**config.mk**
```make
export PLATFORM = sky130hd
export DESIGN_NAME = msg_time_stamp
export DESIGN_NICKNAME = d
export VERILOG_FILES = /design/src/rtl/msg_time_stamp.sv
export SDC_FILE = /design/constraint.sdc
export NUM_CORES = 1
export LEC_CHECK = 0
export BUFFER_PORTS_ARGS = -buffer_cell sky130_fd_sc_hd__buf_2
export CORE_MARGIN = 5
export CORE_UTILIZATION = 38
export CTS_BUF_LIST = sky130_fd_sc_hd__clkbuf_8
export CTS_CLUSTER_SIZE = 40
export DETAILED_ROUTE_END_ITERATION = 10
export GPL_TIMING_DRIVEN = 0
export HOLD_SLACK_MARGIN = 0.03
export PLACE_DENSITY_LB_ADDON = 0.2
export SYNTH_ARGS = -nofsm -noshare
export SYNTH_HDL_FRONTEND = slang
export SYNTH_SLANG_ARGS = --single-unit
```
**constraint.sdc**
```tcl
create_clock -name clk -period 7.25 [get_ports clk]
set_clock_uncertainty 0.15 [all_clocks]
set_input_delay 0 -clock clk [delete_from_list [all_inputs] [get_ports clk]]
set_output_delay 0 -clock clk [all_outputs]
set_load 0.02 [all_outputs]
```
**src/rtl/msg_time_stamp.sv**
```systemverilog
module msg_time_stamp #(
  parameter int CNT_W = 16,
  parameter int DIV_W = 6
) (
  input  logic             clk,
  input  logic             rst_n,
  input  logic             us_tick,
  input  logic [2:0]       res_sel,
  input  logic             ext_tag_clk,
  input  logic             sync_clr_pulse,
  input  logic             sync_load_pulse,
  input  logic [CNT_W-1:0] sync_data,
  input  logic             clr_en,
  input  logic             load_en,
  input  logic             load_lsb_filt,
  input  logic             roll_irq_en,
  output logic [CNT_W-1:0] count,
  output logic             roll_irq
);
  localparam logic [2:0] HOLD_CODE = 3'd6;
  localparam logic [2:0] EXT_CODE  = 3'd7;

  logic [DIV_W-1:0] pre;
  logic [DIV_W:0]   lim;
  logic [2:0]       ext_sync;
  logic             int_mode, pre_wrap, inc, clr_hit, load_hit;

  assign int_mode = (res_sel != HOLD_CODE) && (res_sel != EXT_CODE);
  assign lim      = (DIV_W+1)'(2) << res_sel;
  assign pre_wrap = ({1'b0, pre} + 1'b1) >= lim;
  assign clr_hit  = clr_en && sync_clr_pulse;
  assign load_hit = load_en && sync_load_pulse && !(load_lsb_filt && sync_data[0]);
  assign inc      = int_mode ? (us_tick && pre_wrap)
                  : (res_sel == EXT_CODE) && ext_sync[1] && !ext_sync[2];

  always_ff @(posedge clk or negedge rst_n)
    if (!rst_n) ext_sync <= '0;
    else        ext_sync <= {ext_sync[1:0], ext_tag_clk};

  always_ff @(posedge clk or negedge rst_n)
    if (!rst_n)                  pre <= '0;
    else if (clr_hit || load_hit) pre <= '0;
    else if (int_mode && us_tick) pre <= pre_wrap ? '0 : pre + 1'b1;

  always_ff @(posedge clk or negedge rst_n)
    if (!rst_n) begin
      count    <= '0;
      roll_irq <= 1'b0;
    end else begin
      roll_irq <= !clr_hit && !load_hit && inc && roll_irq_en && (&count);
      if (clr_hit)       count <= '0;
      else if (load_hit) count <= sync_data;
      else if (inc)      count <= count + 1'b1;
    end
endmodule


```
==> impl_results.md <==
* Slew @ Worst Pin at between 0.6 and 0.7 ns
* Clock Latency Late Sink at between 0.2 and 0.3 ns
* Pre-CTS setup slack at around 4.3 ns
* Synth unique cells at 32
* Residual DRC at 0
* Mux contribution to synthesized area at 0.615%
* Post-detail-place hpwl at 3090 µm
* Yosys warnings at 0
* Area Growth Syn to Fin at 33.7%
* Pins Over Slew Limit at 0
* Synthesized flop and latch total at 26
* RSZ-0062 raised after global routing: false
* Inserted Clock Buffers at 3
* Pleak at about 0.96 nW
* Setup crit end kind: register
* Drt pass-1 iters at 4
* Post-Syn Area at approximately 1600 µm²
* Row count at 23
* Die Wd at between 70 and 80 µm
* Worst slew margin at roughly three fifths
* Starting DRC count in detailed routing at between 80 and 90
* Layout cells sized above 1 at ~23%
* Grt total ovfl at 0
* Vias in the first global route at 1513
* Worst Setup Path Type: reg2reg
* Antenna Diode Count at 0
* Startpoint Class: register
* Simple-Gate Fraction of Synth Area at about a fifth
* Finish-stage setup viols at 0
* Pwr Density at 188 nW/µm²
* Main combinational cell family by area after synthesis: compound AO/OA/AOI/OAI gates
* Avg Cell Area, Syn at between 8 and 9 µm²
* Slowest-stage cell, CP: dfrtp_1
* CTS H-tree lvls at 1
* Fin Setup TNS at 0 ns
* Clock root buffer: clkbuf_8
* Post-Route WL at roughly 4300 µm
* FMAX at about 340 MHz
* Clock sinks at 26
* Routed len/inst at around 14 µm
* GRT Util Overall at about 16%
* Post-Syn Nets at 219
* Global-route wire length before repair at roughly 6900 µm
* # port buffers at 45
* Cell taking the most area after synthesis: dfrtp_1
* Starting Density at between 30% and 40%
* Crit path arrival time at 2.91 ns
* Worst-path clk slew at approximately 0.1 ns
* Hold Path Class: in2reg
* # Max-Cap Violations at 0
* GPL Wtd Cong at ~0.78
* CTS tree: built
* Critical path required time at between 7 and 8 ns
* Synth top area cells: dfrtp_1 (40%), xnor2_1 (9.7%), a21oi_1 (8.6%)
* Synth Area in Compound Gates at just over 20%
* # IOs at 46
* Initial antenna violation count at 0
* Slowest stage delay, CP at between 0.4 and 0.5 ns
* Final critical-path required period at 2.92 ns
* Vias per cell at about 5.2
* Via Count at about 1.6k
* Post-Synth XOR/XNOR Area at between 10% and 20%
* Buffers & Inverters on Critical Path at 1
* Antenna Nets Post-Route at 0
* Placeable core region at 4090 µm²
* Die ar. at roughly 5700 µm²
* Adder-cell share of the synthesized area at roughly 6%
* Final worst slack at 4.33 ns
* Die height at ~75 µm
* Max rail drop VDD at a little over 0.07 mV
* Share of the synthesized area in the top cell type at between 30% and 40%
* Run status: complete, no violations
* CTS max path bufs at 2
* Delay-heaviest family, CP: compound AO/OA/AOI/OAI gates
* Cells along the critical path: ha_1 -> nand3_1 -> xnor2_1 -> ha_1 -> a21oi_1 -> o21ai_1 -> o21ai_2 -> buf_2 -> nand2_1 -> mux2i_1 -> a21oi_1
* Final worst path period share at about 40%
* Largest net degree at the start of global routing at 27
* Crit Path Max Fanout at 10
* Fin. Hold Viols at 0
* Final net count at between 200 and 300
* Final Util at a little over half
* Post-synthesis sequential area ratio at approximately 40%
* Cells after Synth at between 150 and 200
* Setup slack, reg-to-reg at approximately 4.3 ns
## registers in the layout, summed over array words and instances (netlist names)
signal and flops:
roll_irq 1, ext_sync 3, pre 6, count 16
## power by group
group          internal, mW  switching [mW]  total [mW]
clock network        0.0740          0.0493       0.123
logic                0.0456          0.0603       0.106
registers             0.160          0.0191       0.179
## final timing paths
kind | to | depth (start not counted) | startpoint
min in group asynchronous | count[3]$_DFFE_PN0P_ | 2 | rst_n
worst min-delay path | count[12]$_DFFE_PN0P_ | 4 | sync_clr_pulse
max in group asynchronous | pre[2]$_DFFE_PN0P_ | 2 | rst_n
worst min register to register | ext_sync[1]$_DFF_PN0_ | 0 | ext_sync[0]$_DFF_PN0_
worst max register to register | count[1]$_DFFE_PN0P_ | 11 | pre[0]$_DFFE_PN0P_
worst max-delay path | count[1]$_DFFE_PN0P_ | 11 | pre[0]$_DFFE_PN0P_
## synth_stat cells
library cell,count
a21oi_1,28
nand2_1,27
dfrtp_1,26
o21ai_0,18
xnor2_1,18
nand3_1,10
ha_1,8
nor2_1,6
and3_1,4
clkbuf_1,4
nand2b_1,3
nand4_1,3
a2111oi_4,2
a21boi_0,2
inv_1,2
nand3b_1,2
o22ai_1,2
or3_1,2
or3b_2,2
a21o_1,1
and2_1,1
and4_1,1
buf_2,1
buf_4,1
buf_6,1
mux2i_1,1
nand3_2,1
nor3b_1,1
nor4_1,1
o21ai_1,1
o21ai_2,1
xor2_1,1
## layout by cell type (no fill, tap or decap), types with 3 or more instances in the layout
master,netlist,final
buf_2,1,46
a21oi_1,28,28
nand2_1,27,27
dfrtp_1,26,26
dlygate4sd3_1,0,19
xnor2_1,18,18
o21ai_0,18,18
nand3_1,10,10
ha_1,8,8
nor2_1,6,6
and3_1,4,4
clkbuf_1,4,4
nand4_1,3,3
nand2b_1,3,3
clkbuf_8,0,3
## kinds of logic after synthesis
logic type,count (synthesis)
AOI/OAI and AO/OA,55
xor gates and xnor gates,19
adders and majority gates,8
buffers and inverters,9
DFF,26
muxes,1
and+or+nand+nor,64
## layout make-up
class	count	area, µm²
fill	404	1910
multi-input combinational	147	931
sequential	26	651
timing repair buffer	64	415
tap	50	62.6
clock buffer	3	41.3
buffer	7	38.8
clock inverter	1	30.0
inverter	2	7.51
## worst reg2reg max path, cell delays in order (launching register included)
cell and delay [ns]:
dfrtp_1 0.41, ha_1 0.23, nand3_1 0.13, xnor2_1 0.24, ha_1 0.29, a21oi_1 0.15
o21ai_1 0.11, o21ai_2 0.38, buf_2 0.30, nand2_1 0.13, mux2i_1 0.19, a21oi_1 0.09
## stage by stage
step / hold slack [ns] / power, mW / instances / cell area, µm²
3_5_place_dp: -0.101 / 0.280 / 277 / 1920
2_1_floorplan: -0.446 / 0.241 / 182 / 1630
6_report: 0.0229 / 0.408 / 300 / 2180
5_1_grt: 0.0919 / 0.431 / 300 / 2180
4_1_cts: 0.0385 / 0.412 / 300 / 2180
3_3_place_gp: -0.109 / 0.278 / 277 / 1920
## metal layers
metal  GRT usage, %  share of wire, %  vias up  wire length, µm
met4           3.30              0.56        0               24
met1           20.9                45      730             1910
met2           26.6                48       47             2060
li1               -                 -      785                -
met3           2.64               6.4        4              272
met5              0                 0        -                0
## what timing repair did
item,CTS,global route
resized for setup,0,0
hold buffers,19,0
hold endpoints to repair,44,0
setup buffers,0,0
No activity file was read; power rests on OpenSTA's default activity.
